==> src/rtl/sink_port_pkg.sv <==
package sink_port_pkg;

    localparam int unsigned SP_PINS   = 8;
    localparam int unsigned SP_CODE_W = 4;
    localparam int unsigned SP_DATA_W = 8;
    localparam int unsigned SP_ADDR_W = 4;

    // Register selects on the flat bus.
    typedef enum logic [7:0] {
        REG_LEVEL = 8'd0,
        REG_PINS  = 8'd1,
        REG_MASK  = 8'd2,
        REG_SENSE = 8'd3,
        REG_PEND  = 8'd4,
        REG_CODE0 = 8'd8
    } sp_reg_e;

    // Qualifying edge for one pin: sense 0 = rising, 1 = falling.
    function automatic logic sp_edge_hit(input logic sense, input logic now_lvl,
                                         input logic was_lvl);
        return sense ? (was_lvl && !now_lvl) : (now_lvl && !was_lvl);
    endfunction

endpackage

==> src/rtl/sink_port_sync.sv <==
module sink_port_sync #(
    parameter int unsigned WIDTH = 8
) (
    input  logic             clk,
    input  logic             rst,
    input  logic [WIDTH-1:0] raw_in,
    output logic [WIDTH-1:0] sync_out
);
    logic [WIDTH-1:0] meta_q;

    // Reset to the pulled-up level so no edge appears when reset ends.
    always_ff @(posedge clk) begin
        if (rst) begin
            meta_q   <= '1;
            sync_out <= '1;
        end else begin
            meta_q   <= raw_in;
            sync_out <= meta_q;
        end
    end
endmodule

==> src/rtl/sink_port_edge.sv <==
module sink_port_edge (
    input  logic clk,
    input  logic rst,
    input  logic lvl,
    input  logic sense,
    input  logic clr,
    output logic pend
);
    import sink_port_pkg::*;

    logic lvl_prev;
    logic hit;

    assign hit = sp_edge_hit(sense, lvl, lvl_prev);

    always_ff @(posedge clk) begin
        if (rst) begin
            lvl_prev <= 1'b1;
            pend     <= 1'b0;
        end else begin
            lvl_prev <= lvl;
            pend     <= hit | (pend & ~clr);
        end
    end

    // a rising edge with rising sense must raise the flag.
    p_rise_sets_r5: assert property (@(posedge clk) disable iff (rst)
        ($rose(lvl) && !sense) |=> pend);

    // a falling edge with falling sense must raise the flag.
    p_fall_sets_r5: assert property (@(posedge clk) disable iff (rst)
        ($fell(lvl) && sense) |=> pend);

    // without a clear the flag holds.
    p_pend_hold_r6: assert property (@(posedge clk) disable iff (rst)
        (pend && !clr) |=> pend);

    // a clear with a steady input drops the flag.
    p_pend_clear_r6: assert property (@(posedge clk) disable iff (rst)
        (clr && $stable(lvl)) |=> !pend);
endmodule

==> src/rtl/sink_port_ctrl.sv <==
module sink_port_ctrl #(
    parameter int unsigned NUM_PINS = sink_port_pkg::SP_PINS,
    parameter int unsigned CODE_W   = sink_port_pkg::SP_CODE_W,
    parameter int unsigned DATA_W   = sink_port_pkg::SP_DATA_W,
    parameter int unsigned ADDR_W   = sink_port_pkg::SP_ADDR_W
) (
    input  logic                       clk,
    input  logic                       rst,
    input  logic [ADDR_W-1:0]          addr,
    input  logic [DATA_W-1:0]          wdata,
    input  logic                       we,
    output logic [DATA_W-1:0]          rdata,
    input  logic [NUM_PINS-1:0]        pin_in,
    output logic [NUM_PINS-1:0]        pullup_en,
    output logic [NUM_PINS-1:0]        sink_en,
    output logic [NUM_PINS*CODE_W-1:0] strength,
    output logic                       irq
);
    import sink_port_pkg::*;

    localparam logic [ADDR_W-1:0] A_LEVEL = ADDR_W'(REG_LEVEL);
    localparam logic [ADDR_W-1:0] A_PINS  = ADDR_W'(REG_PINS);
    localparam logic [ADDR_W-1:0] A_MASK  = ADDR_W'(REG_MASK);
    localparam logic [ADDR_W-1:0] A_SENSE = ADDR_W'(REG_SENSE);
    localparam logic [ADDR_W-1:0] A_PEND  = ADDR_W'(REG_PEND);
    localparam int unsigned       CODE_BASE = int'(REG_CODE0);

    logic [NUM_PINS-1:0] level_q, mask_q, sense_q;
    logic [NUM_PINS-1:0] pend, clr_vec, pins_sync;
    logic [CODE_W-1:0]   code_q [NUM_PINS];
    logic                unmapped_wr;

    // Control registers.
    always_ff @(posedge clk) begin
        if (rst) begin
            level_q <= '1;
            mask_q  <= '0;
            sense_q <= '0;
        end else if (we) begin
            case (addr)
                A_LEVEL: level_q <= wdata[NUM_PINS-1:0];
                A_MASK:  mask_q  <= wdata[NUM_PINS-1:0];
                A_SENSE: sense_q <= wdata[NUM_PINS-1:0];
                default: ;
            endcase
        end
    end

    assign clr_vec = (we && addr == A_PEND) ? wdata[NUM_PINS-1:0] : '0;

    sink_port_sync #(.WIDTH(NUM_PINS)) u_sync (
        .clk      (clk),
        .rst      (rst),
        .raw_in   (pin_in),
        .sync_out (pins_sync)
    );

    for (genvar i = 0; i < NUM_PINS; i++) begin : g_pin
        localparam logic [ADDR_W-1:0] A_CODE = ADDR_W'(CODE_BASE + i);

        always_ff @(posedge clk) begin
            if (rst)
                code_q[i] <= '0;
            else if (we && addr == A_CODE)
                code_q[i] <= wdata[CODE_W-1:0];
        end

        assign strength[i*CODE_W +: CODE_W] = code_q[i];

        sink_port_edge u_edge (
            .clk   (clk),
            .rst   (rst),
            .lvl   (pins_sync[i]),
            .sense (sense_q[i]),
            .clr   (clr_vec[i]),
            .pend  (pend[i])
        );

        // a code write shows on the pin's strength field next cycle.
        p_code_write_r3: assert property (@(posedge clk) disable iff (rst)
            (we && addr == A_CODE) |=>
                strength[i*CODE_W +: CODE_W] == $past(wdata[CODE_W-1:0]));
    end

    assign pullup_en = level_q;
    assign sink_en   = ~level_q;
    assign irq       = |(pend & mask_q);

    // Read mux.
    always_comb begin
        rdata = '0;
        case (addr)
            A_LEVEL: rdata[NUM_PINS-1:0] = level_q;
            A_PINS:  rdata[NUM_PINS-1:0] = pins_sync;
            A_MASK:  rdata[NUM_PINS-1:0] = mask_q;
            A_SENSE: rdata[NUM_PINS-1:0] = sense_q;
            A_PEND:  rdata[NUM_PINS-1:0] = pend;
            default: ;
        endcase
        for (int j = 0; j < NUM_PINS; j++) begin
            if (addr == ADDR_W'(CODE_BASE + j))
                rdata[CODE_W-1:0] = code_q[j];
        end
    end

    assign unmapped_wr = we && addr > A_PEND && int'(addr) < CODE_BASE;

    // a level write sets pull-up and sink enables on the next cycle.
    p_level_write_r2: assert property (@(posedge clk) disable iff (rst)
        (we && addr == A_LEVEL) |=>
            (pullup_en == $past(wdata[NUM_PINS-1:0]) &&
             sink_en == ~$past(wdata[NUM_PINS-1:0])));

    // a write to an unused address leaves the control registers alone.
    p_unmapped_quiet_r8: assert property (@(posedge clk) disable iff (rst)
        unmapped_wr |=> ($stable(pullup_en) && $stable(mask_q) && $stable(sense_q)));

    // with no enable bit set the request stays low.
    p_irq_gated_r7: assert property (@(posedge clk) disable iff (rst)
        (mask_q == '0) |-> !irq);
endmodule

==> config.mk <==
export PLATFORM = sky130hd
export DESIGN_NAME = sink_port_ctrl
export DESIGN_NICKNAME = d
export VERILOG_FILES = /design/src/rtl/sink_port_pkg.sv /design/src/rtl/sink_port_sync.sv /design/src/rtl/sink_port_edge.sv /design/src/rtl/sink_port_ctrl.sv
export SDC_FILE = /design/constraint.sdc
export NUM_CORES = 1
export LEC_CHECK = 0
export ABC_AREA = 1
export BUFFER_PORTS_ARGS = -buffer_cell sky130_fd_sc_hd__clkbuf_2
export CORE_MARGIN = 4
export CORE_UTILIZATION = 54
export CTS_CLUSTER_SIZE = 14
export DETAILED_ROUTE_END_ITERATION = 8
export PLACE_DENSITY_LB_ADDON = 0.08
export SYNTH_ARGS = -nofsm -noshare
export SYNTH_HDL_FRONTEND = slang
export SYNTH_SLANG_ARGS = --single-unit
==> constraint.sdc <==
create_clock -name clk -period 1.8 [get_ports clk]
set_input_delay 0.18 -clock clk [delete_from_list [all_inputs] [get_ports clk]]
set_output_delay 0.18 -clock clk [all_outputs]
set_load 0.005 [all_outputs]
==> flow_metrics.tcl, run 1 <==
set metrics [dict create \
    cts-buffers-inserted 9 \
    synthesis.area_um2 3780 \
    initial_antenna_violation_count 0 \
    outcome "completed" \
    root_buffer "sky130_fd_sc_hd__clkbuf_8" \
    worst_pin_slew_ps 434 \
    setup_repair_after_global_routing_missed_its_margin "true" \
    post-dp-hpwl_um 7270 \
    worst_setup_hold_path_clk_slew_ps 80 \
    numPortBuffers 79 \
    gpl.final_weighted_congestion 0.998 \
    required_time_at_the_worst_slack_endpoint_ps 1620 \
    post-route-min-period_ps 1730 \
    final_area_um2 4690 \
    routed_via_density 5.38 \
    setup_ws_ps 74.2 \
    ff_to_ff_start "u_sync.sync_out[2]" \
    maxClockFrequency_mhz 579 \
    drtIter0Drc 411 \
    clock_tree_from_tritoncts "done" \
    cp-end-kind "primary output" \
    grt_first_pass_wirelength_um 15700 \
    power.ir.vdd_worst_mv 0.515 \
    finalWirelength_um 10000 \
    grt_use_total_pct 23.9 \
    synth_top_area_share_pct 29.6 \
    holdWs_ps 6.66 \
    post-route-drc-count 0 \
    grt.overflow.total 0 \
    final.period_utilization_pct 95.9 \
    worst_r2r_path_depth 4 \
    filler_cell_count 576 \
    setup_violations 0 \
    clk_latency_ps 350 \
    cp_max_fo 2 \
    synth_top_cells_by_area "sky130_fd_sc_hd__dfxtp_1 (30%), sky130_fd_sc_hd__edfxtp_1 (25%), sky130_fd_sc_hd__nand2_1 (8.4%)" \
    synth_most_common_cell "sky130_fd_sc_hd__nand2_1" \
    final_net_count 584 \
    die_y_um 91.7 \
    die_area_um2 8410 \
    timing.critical_path.from_type "register" \
    detail_route.first_pass.iterations 7 \
    worstReg2RegEnd "g_pin[2].u_edge.pend" \
    synthDistinctLibCells 25 \
    grt_start_max_net_pins 37 \
    floorplan.rows 30 \
    power_density_nw_per_um2 893 \
    fp.dieW_um 91.7 \
    hold_path_startpoint "pin_in[3]" \
    route.vias.total 3563 \
    num_antenna_cells 0 \
    slew_viol_final 0 \
    asyncSetResetFlopFracSynth_pct 0 \
    yosysWarnings 0 \
    synth_top_cells_by_count "sky130_fd_sc_hd__nand2_1 (85), sky130_fd_sc_hd__nor2_1 (64), sky130_fd_sc_hd__dfxtp_1 (56)" \
    cts_htree_levels 3 \
    postSynthRegisterBits 88 \
    cts_sinks 88 \
    synthesis.nets 484 \
    area.growth.synth_to_final_pct 24.1 \
    pin_count 80 \
    post-layout-total-power_mw 4.19 \
    rrSetupSlack_ps 970 \
    critical_path_data_arrival_time_ps 1550 \
    syn_area_per_cell_um2 8.20 \
    drive_gt1_share_pct 26.3 \
    worst-setup-path-type "reg2out" \
    worst_hold_path.num_cells 2 \
    dp_worst_setup_slack_ps 118 \
    ys_seq_area_share_pct 55.0 \
    starting_density_pct 55.7 \
    cts_buffer_depth 2 \
    finalSetupTns_ps 0 \
    post_synth_inst_count 461 \
    antenna_left 0 \
    max_capacitance_violation_total 0 \
    skew_ps 3.56 \
    design.core.area_um2 6790 \
    worst_slew_margin_rel_pct 70.9 \
    ys.flop_type "sky130_fd_sc_hd__dfxtp_1" \
    post_drt_wl_per_cell_um 15.2 \
    timing_hold_violations_final 0 \
    post_dp_cell_area_um2 4360 \
    power.static_leakage_nw 2.07 \
    grt_pass1_vias 3126 \
    cell_type_contributing_the_most_total_cell_area_after_synthesis "sky130_fd_sc_hd__dfxtp_1" \
    post_synth_edffs 32 \
    hp_class "in2reg" \
    hold_end "u_sync.meta_q[3]" \
]
-- final cells by class --
cell class	count	area, um2	share of cell area (%)
flip-flops and latches	88	2090	44.5
multi-input cells	307	1460	31.2
repair buffers	102	583	12.4
inverters	53	199	4.24
clock buffers	11	163	3.46
well taps	96	120	2.56
clock inverters	5	77.6	1.65
-- cell usage in the layout (no fill, tap or decap), drive strengths merged, types with 20 or more instances in the layout --
| cell type | Yosys | layout |
|---|---|---|
| nor2 | 69 | 69 |
| or2 | 20 | 20 |
| a21oi | 27 | 27 |
| inv | 48 | 49 |
| nand2 | 86 | 86 |
| dfxtp | 56 | 56 |
| clkbuf | 7 | 90 |
| edfxtp | 32 | 32 |
| nand3 | 48 | 48 |
| o21ai | 34 | 34 |
-- through the flow --
step,instances,utilization (%)
2_1_floorplan,461,-
3_3_place_gp,639,64.2
3_5_place_dp,639,64.2
4_1_cts,661,68.6
5_1_grt,662,69.1
6_report,662,69.1
-- flip-flops by register name, indices dropped and copies added (netlist names) --
register	flops
code_q	32
g_pin.u_edge.lvl_prev	8
g_pin.u_edge.pend	8
mask_q	8
pullup_en	8
sense_q	8
u_sync.meta_q	8
u_sync.sync_out	8
-- power breakdown --
part           total [mW]  internal, mW  switching [mW]
Clock                1.60         0.900           0.700
Sequential           2.19          2.14          0.0520
Combinational       0.397         0.154           0.242
-- kinds of logic (layout without fill, tap and decap cells) --
| family | count (synthesis) | in the layout | share of synthesized area, % |
|---|---|---|---|
| flip-flops | 88 | 88 | 55.0 |
| buffers and inverters | 66 | 171 | 6.75 |
| AND/OR/NAND/NOR | 228 | 228 | 26.8 |
| AO/OA/AOI/OAI | 79 | 79 | 11.4 |
-- worst max path at each step --
stage	slack, ps	endpoint	from	cells after the start
finish	70	rdata[2]	code_q[0][2]	7
global route	-70	rdata[2]	code_q[0][2]	7
CTS	50	rdata[2]	code_q[0][2]	7
detailed placement	120	rdata[2]	addr[1]	11
global placement	140	rdata[3]	addr[1]	11
floorplan	420	code_q[1][4]	addr[1]	5
-- per-layer routing --
layer / vias to the layer above / routed length, um / share of wire (%) / GRT usage, %
met4: 0 / 111 / 1.1 / 7.05
met1: 1660 / 4570 / 45 / 34.7
li1: 1724 / - / - / -
met5: - / 0 / 0 / 0
met2: 166 / 4490 / 45 / 35.7
met3: 13 / 876 / 8.7 / 5.58
-- critical path, stage by stage, from the launching register on --
cell	delay, ps
sky130_fd_sc_hd__edfxtp_1	420
sky130_fd_sc_hd__a21oi_2	180
sky130_fd_sc_hd__nand3_1	110
sky130_fd_sc_hd__nand2_1	70
sky130_fd_sc_hd__nand4_1	110
sky130_fd_sc_hd__nor2_1	110
sky130_fd_sc_hd__nand3_1	80
sky130_fd_sc_hd__clkbuf_2	120
-- timing repair --
action | CTS | global route
setup endpoints to repair | 0 | 4
setup buffers | 0 | 1
endpoints found under the hold margin | 6 | 0
hold buffers | 6 | 0
gates resized for setup | 0 | 13
(Power assumes the default switching activity.)
==> inputs of run 2 (changes only) <==
--- a/config.mk
+++ b/config.mk
@@ -5,10 +5,9 @@
 export SDC_FILE = /design/constraint.sdc
 export NUM_CORES = 1
 export LEC_CHECK = 0
-export ABC_AREA = 1
 export BUFFER_PORTS_ARGS = -buffer_cell sky130_fd_sc_hd__clkbuf_2
 export CORE_MARGIN = 4
-export CORE_UTILIZATION = 54
+export CORE_UTILIZATION = 55
 export CTS_CLUSTER_SIZE = 14
 export DETAILED_ROUTE_END_ITERATION = 8
 export PLACE_DENSITY_LB_ADDON = 0.08
==> run 2 against run 1 <==
The flow now finishes with violations (negative setup slack). Register-to-register slack worse by 120 ps. Worst hold slack improved by 83 ps. Maximum frequency is 12% lower. Synthesized area rose by 8.3%. Non-clock buffer count up 10. Worst setup slack worse by 240 ps. Synthesized cell count shrank 11%. Global-route usage rose by 0.32 points. Flip-flop and latch count did not move. First-iteration DRC count shrank 31%. Final cell count is 8.0% lower.
==> flow_metrics.tcl, run 2 <==
set metrics [dict create \
    post-route-drc-count 0 \
    cts_htree_levels 3 \
    cts_buffer_depth 2 \
    final_area_um2 4990 \
    power.ir.vdd_worst_mv 0.579 \
    starting_density_pct 56.5 \
    critical_path_data_arrival_time_ps 1780 \
    finalSetupTns_ps -167 \
    antenna_left 0 \
    skew_ps 4.77 \
    setup_violations 2 \
    cell_type_contributing_the_most_total_cell_area_after_synthesis "sky130_fd_sc_hd__dfxtp_1" \
    yosysWarnings 0 \
    post_synth_inst_count 409 \
    filler_cell_count 609 \
    final_common_cell "sky130_fd_sc_hd__clkbuf_2" \
    initial_antenna_violation_count 0 \
    area.growth.synth_to_final_pct 21.8 \
    crit_chain "mux4_2 -> and3_4 -> a211o_1 -> clkbuf_2" \
    asyncSetResetFlopFracSynth_pct 0 \
    maxClockFrequency_mhz 510 \
    grt_pass1_vias 3253 \
    required_time_at_the_worst_slack_endpoint_ps 1620 \
    detail_route.first_pass.iterations 5 \
    cp_slowest_stage_delay_ps 510 \
    clk_latency_ps 350 \
    syn_area_per_cell_um2 10.0 \
    final_net_count 528 \
    setup_ws_ps -161 \
    post_synth_edffs 32 \
    hp_class "in2reg" \
    fp.dieW_um 94.3 \
    final.period_utilization_pct 109 \
    grt_use_total_pct 24.3 \
    routed_via_density 5.60 \
    post-dp-hpwl_um 7440 \
    ys_seq_area_share_pct 50.8 \
    gpl.final_weighted_congestion 0.922 \
    numPortBuffers 79 \
    worst_slew_margin_rel_pct 72.1 \
    power.static_leakage_nw 2.20 \
    root_buffer "sky130_fd_sc_hd__clkbuf_8" \
    slew_viol_final 0 \
    finalWirelength_um 10300 \
    clock_tree_from_tritoncts "done" \
    die_area_um2 8890 \
    post-route-min-period_ps 1960 \
    cell_count_post_placement 580 \
    violated_checks "negative setup slack" \
    grt_start_max_net_pins 57 \
    mostFrequentLayoutCells "sky130_fd_sc_hd__clkbuf_2 (79), sky130_fd_sc_hd__dfxtp_1 (54), sky130_fd_sc_hd__nor2_1 (41)" \
    post_dp_cell_area_um2 4660 \
    post_drt_wl_per_cell_um 17.0 \
    synthDistinctLibCells 45 \
    finish.cell_count_without_fillers 609 \
    timing_hold_violations_final 0 \
    synthesis.nets 432 \
    synth_top_area_share_pct 27.4 \
    power_density_nw_per_um2 787 \
    synthesis.area_um2 4100 \
    synth_top_cells_by_area "sky130_fd_sc_hd__dfxtp_1 (27%), sky130_fd_sc_hd__edfxtp_1 (23%), sky130_fd_sc_hd__mux2i_1 (7.1%)" \
    synth_top_cells_by_count "sky130_fd_sc_hd__dfxtp_1 (56), sky130_fd_sc_hd__nor2_1 (41), sky130_fd_sc_hd__and2_1 (32), sky130_fd_sc_hd__edfxtp_1 (32)" \
    cts_sinks 88 \
    grt.overflow.total 0 \
    cts-buffers-inserted 9 \
    pin_count 80 \
    timing.critical_path.from_type "register" \
    max_capacitance_violation_total 0 \
    cp_max_fo 2 \
    drive_gt1_share_pct 31.4 \
    worst_setup_hold_path_clk_slew_ps 90 \
    final_util_pct 68.8 \
    floorplan.rows 31 \
    route.vias.total 3410 \
    worst_path_max_delay_cell "sky130_fd_sc_hd__mux4_2" \
    flip_flop_count_of_the_largest_register_all_copies_and_words_added 32 \
    die_y_um 94.3 \
    grt_first_pass_wirelength_um 16600 \
    holdWs_ps 89.9 \
    postSynthRegisterBits 88 \
    outcome "complete, but fails checks" \
    design.core.area_um2 7250 \
    num_antenna_cells 0 \
    worst_pin_slew_ps 418 \
    top_register "code_q" \
    drtIter0Drc 283 \
    ys.flop_type "sky130_fd_sc_hd__dfxtp_1" \
    worst-setup-path-type "reg2out" \
    synth_most_common_cell "sky130_fd_sc_hd__dfxtp_1" \
    cp-end-kind "primary output" \
    setup_repair_after_global_routing_missed_its_margin "true" \
]
## run 2: cell types whose count changed after synthesis, sizes merged, moves of 13 or more
cell   before  now
nand2      86   29
inv        48   10
nand3      48   12
and2        0   32
o21ai      34    4
mux2i       0   29
nor2       69   41
a21oi      27    9
nor2b       0   13
## run 2: stage by stage
stage	power, mW	setup slack [ps]
CTS	3.95	-178
floorplan	2.48	361
finish	3.93	-161
detailed placement	2.69	43.5
global route	4.09	-236
global placement	2.68	97.0
## run 2: kinds of logic (layout without fill, tap and decap cells)
group	Yosys count	after routing	synth area share, %
DFF	88	88	50.8
and+or+nand+nor	188	188	25.0
AOI/OAI and AO/OA	64	64	11.4
muxes	32	32	8.74
buffers and inverters	37	138	4.03
## run 2: report_power, final
| group | internal [mW] | total [mW] | leakage (nW) | switching [mW] |
|---|---|---|---|---|
| combinational | 0.225 | 0.481 | 1.34 | 0.256 |
| sequential | 2.14 | 2.20 | 0.765 | 0.0565 |
| clock | 0.521 | 1.25 | 0.0897 | 0.728 |
| total | 2.89 | 3.93 | 2.20 | 1.04 |
## run 2: final timing paths
check,startpoint,endpoint,slack (ps),cells after the start
max reg2reg,sense_q[7],g_pin[7].u_edge.pend,850,3
max,code_q[1][15],rdata[3],-160,4
min reg2reg,u_sync.meta_q[2],u_sync.sync_out[2],410,1
min,wdata[5],pullup_en[5],90,3
## run 2: routing by layer
metal  vias up  global-route usage, %  share of wire, %
met5         -                      0                 0
met1      1623                   34.0                45
met4         0                   8.54               1.7
met3        15                   5.13               8.1
met2       135                   37.1                45
li1       1637                      -                 -
## run 2: final cells by class
| class | instances | area (um2) | area share, % |
|---|---|---|---|
| flip-flops and latches | 88 | 2080 | 41.8 |
| repair buffers | 112 | 688 | 13.8 |
| well taps | 99 | 124 | 2.48 |
| inverters | 10 | 37.5 | 0.753 |
| clock inverters | 6 | 48.8 | 0.978 |
| multi-input cells | 284 | 1880 | 37.6 |
| clock buffers | 10 | 128 | 2.56 |
## run 2: critical path, delay by kind of cell (launching register included)
kind                   cells  cell delay [ps]
AO/OA/AOI/OAI              1              230
buffers and inverters      1              110
flip-flops                 1              390
multiplexers               1              510
AND/OR/NAND/NOR            1              190
## run 2: what timing repair did
action                                 in CTS  in global routing
pin swaps                                   2                  0
gates resized for setup                     7                  4
endpoints found under the hold margin       8                  0
gates cloned                                0                  0
hold buffers                                8                  0
setup endpoints to repair                   3                  4
setup buffers                               4                  1
==> inputs of run 3 (changes only) <==
--- a/config.mk
+++ b/config.mk
@@ -11,6 +11,7 @@
 export CTS_CLUSTER_SIZE = 14
 export DETAILED_ROUTE_END_ITERATION = 8
 export PLACE_DENSITY_LB_ADDON = 0.08
+export SLEW_MARGIN = 0
 export SYNTH_ARGS = -nofsm -noshare
 export SYNTH_HDL_FRONTEND = slang
 export SYNTH_SLANG_ARGS = --single-unit
==> constraint.sdc (replaced) <==
create_clock -name clk -period 2 [get_ports clk]
set_input_delay 0.2 -clock clk [delete_from_list [all_inputs] [get_ports clk]]
set_output_delay 0.2 -clock clk [all_outputs]
set_load 0.005 [all_outputs]
==> run 3 against run 2 <==
The flow now finishes without violations. Combinational power is 18% lower. Power is 8.1% lower. First-iteration DRC count is 14% higher. Count of clock-buffer cells in the layout is 1 higher. Core utilization is 2.4 points lower. Worst hold slack worse by 76 ps. Final cell count is 3.0% lower. Largest power group unchanged. Via count is 0.38% lower. Critical endpoint unchanged. Register-to-register slack better by 230 ps. Clock skew is 1.9 ps higher. Global-route usage is 0.87 points higher. Sequential power is 10% lower.
==> flow_metrics.tcl, run 3 (synthesis results as in run 2) <==
set metrics [dict create \
    outcome "completed" \
    detail_route.first_pass.iterations 5 \
    die_area_um2 8890 \
    root_buffer "sky130_fd_sc_hd__clkbuf_8" \
    cts_htree_levels 3 \
    crit_chain "mux4_2 -> and3_4 -> a211o_1 -> clkbuf_2" \
    power.ir.vdd_worst_mv 0.452 \
    gpl.final_weighted_congestion 0.889 \
    post-route-drc-count 0 \
    power.share.switching_pct 26.5 \
    skew_ps 6.65 \
    die_y_um 94.3 \
    final.period_utilization_pct 99.3 \
    routed_via_density 5.75 \
    route.vias.total 3397 \
    final_common_cell "sky130_fd_sc_hd__clkbuf_2" \
    clk_latency_ps 360 \
    clock_tree_from_tritoncts "done" \
    dp_worst_setup_slack_ps 167 \
    worst_slew_margin_rel_pct 67.6 \
    timing.critical_path.from_type "register" \
    cp_max_fo 2 \
    worst_path_max_delay_cell "sky130_fd_sc_hd__mux4_2" \
    power.static_leakage_nw 2.12 \
    maxClockFrequency_mhz 504 \
    grt_first_pass_wirelength_um 17000 \
    holdWs_ps 13.7 \
    cp_slowest_stage_delay_ps 510 \
    power.share.sequential_pct 54.9 \
    starting_density_pct 56.5 \
    drive_gt1_share_pct 29.7 \
    cts-buffers-inserted 9 \
    critical_path_data_arrival_time_ps 1790 \
    finalWirelength_um 10500 \
    p_int_mw 2.65 \
    final_net_count 510 \
    cp-end-kind "primary output" \
    rrSetupSlack_ps 1080 \
    num_antenna_cells 0 \
    design.core.area_um2 7250 \
    cts_buffer_depth 2 \
    grt_use_total_pct 25.1 \
    grt_pass1_vias 3297 \
    area.growth.synth_to_final_pct 17.5 \
    setup_ws_ps 14.8 \
    final_util_pct 66.3 \
    post-route-min-period_ps 1990 \
    post-dp-hpwl_um 7620 \
    top_register "code_q" \
    mostFrequentLayoutCells "sky130_fd_sc_hd__clkbuf_2 (79), sky130_fd_sc_hd__dfxtp_1 (55), sky130_fd_sc_hd__nor2_1 (41)" \
    worst_path_dominant_cell_family "multiplexers" \
    critical_path_buf_inv_count 1 \
    worst-setup-path-type "reg2out" \
    slew_viol_final 0 \
    pwr-share-comb_pct 10.9 \
    required_time_at_the_worst_slack_endpoint_ps 1800 \
    setup_repair_after_global_routing_missed_its_margin "true" \
    fp.dieW_um 94.3 \
    hp_class "in2reg" \
    numPortBuffers 79 \
    grt_start_max_net_pins 46 \
    post_drt_wl_per_cell_um 17.8 \
    worst_pin_slew_ps 486 \
    pin_count 80 \
    holdBufCountCts 0 \
    max_capacitance_violation_total 0 \
    power.net_switching_mw 0.956 \
    initial_antenna_violation_count 0 \
    clock_power_share_pct 34.2 \
    timing_hold_violations_final 0 \
    drtIter0Drc 322 \
    setup_violations 0 \
    power_density_nw_per_um2 750 \
    antenna_left 0 \
    cts_sinks 88 \
    worst_setup_hold_path_clk_slew_ps 90 \
    grt.overflow.total 0 \
    floorplan.rows 31 \
    flip_flop_count_of_the_largest_register_all_copies_and_words_added 32 \
]
==> run 3: cell count changes in the layout (fill, tap and decap cells not counted), sizes merged <==
cell         previous run  this run
clkbuf                 89        90
buf                    25        15
dlygate4sd3             8         0
clkinvlp                1         0
inv                    14        13
clkinv                  1         2
==> run 3: power by group through the flow <==
| stage | Clock (mW) | Combinational, mW | Sequential [mW] |
|---|---|---|---|
| floorplan | 0 | 0.228 | 2.01 |
| global placement | 0 | 0.378 | 2.02 |
| detailed placement | 0 | 0.385 | 2.02 |
| CTS | 1.25 | 0.393 | 1.98 |
| global route | 1.32 | 0.434 | 1.99 |
| finish | 1.23 | 0.395 | 1.98 |
==> run 3: worst reg2reg max path, cell delays in order, from the launching register on <==
cell,delay (ps)
sky130_fd_sc_hd__dfxtp_1,350
sky130_fd_sc_hd__nor2b_1,140
sky130_fd_sc_hd__a221oi_1,260
sky130_fd_sc_hd__nor2_1,60
==> run 3: layout make-up <==
class                           instances  area [um2]
Fill cell                             594        2440
Sequential cell                        88        2080
Multi-Input combinational cell        284        1860
Timing Repair Buffer                   94         508
Clock buffer                           11         153
Tap cell                               99         124
Clock inverter                          5        46.3
Inverter                               10        37.5
==> run 3: stage by stage <==
| stage | power [mW] | cell area (um2) | TNS (ps) | std cells |
|---|---|---|---|---|
| global route | 3.75 | 4810 | -71.9 | 591 |
| floorplan | 2.23 | 4100 | 0 | 409 |
| detailed placement | 2.41 | 4590 | 0 | 574 |
| global placement | 2.40 | 4590 | 0 | 574 |
| CTS | 3.62 | 4810 | 0 | 591 |
| finish | 3.61 | 4810 | 0 | 591 |
==> run 3: layer usage <==
layer	track usage [%]	routed length (um)	vias to the layer above
met5	0	0	-
met4	9.51	222	0
met3	3.69	928	19
met2	40.1	4910	161
met1	34.6	4460	1619
li1	-	-	1598
==> run 3: timing repair <==
| action | CTS | global route |
|---|---|---|
| pin swaps | 1 | 1 |
| setup buffers | 1 | 0 |
| endpoints found under the setup margin | 2 | 3 |
| gates cloned | 0 | 0 |
| resized for setup | 3 | 1 |
==> run 3: worst paths after layout <==
check                         end              from  cells past startpoint
min              u_sync.meta_q[7]         pin_in[7]                      2
max reg2reg  g_pin[4].u_edge.pend        sense_q[4]                      3
max                      rdata[3]     code_q[1][15]                      4
min reg2reg    u_sync.sync_out[2]  u_sync.meta_q[2]                      1
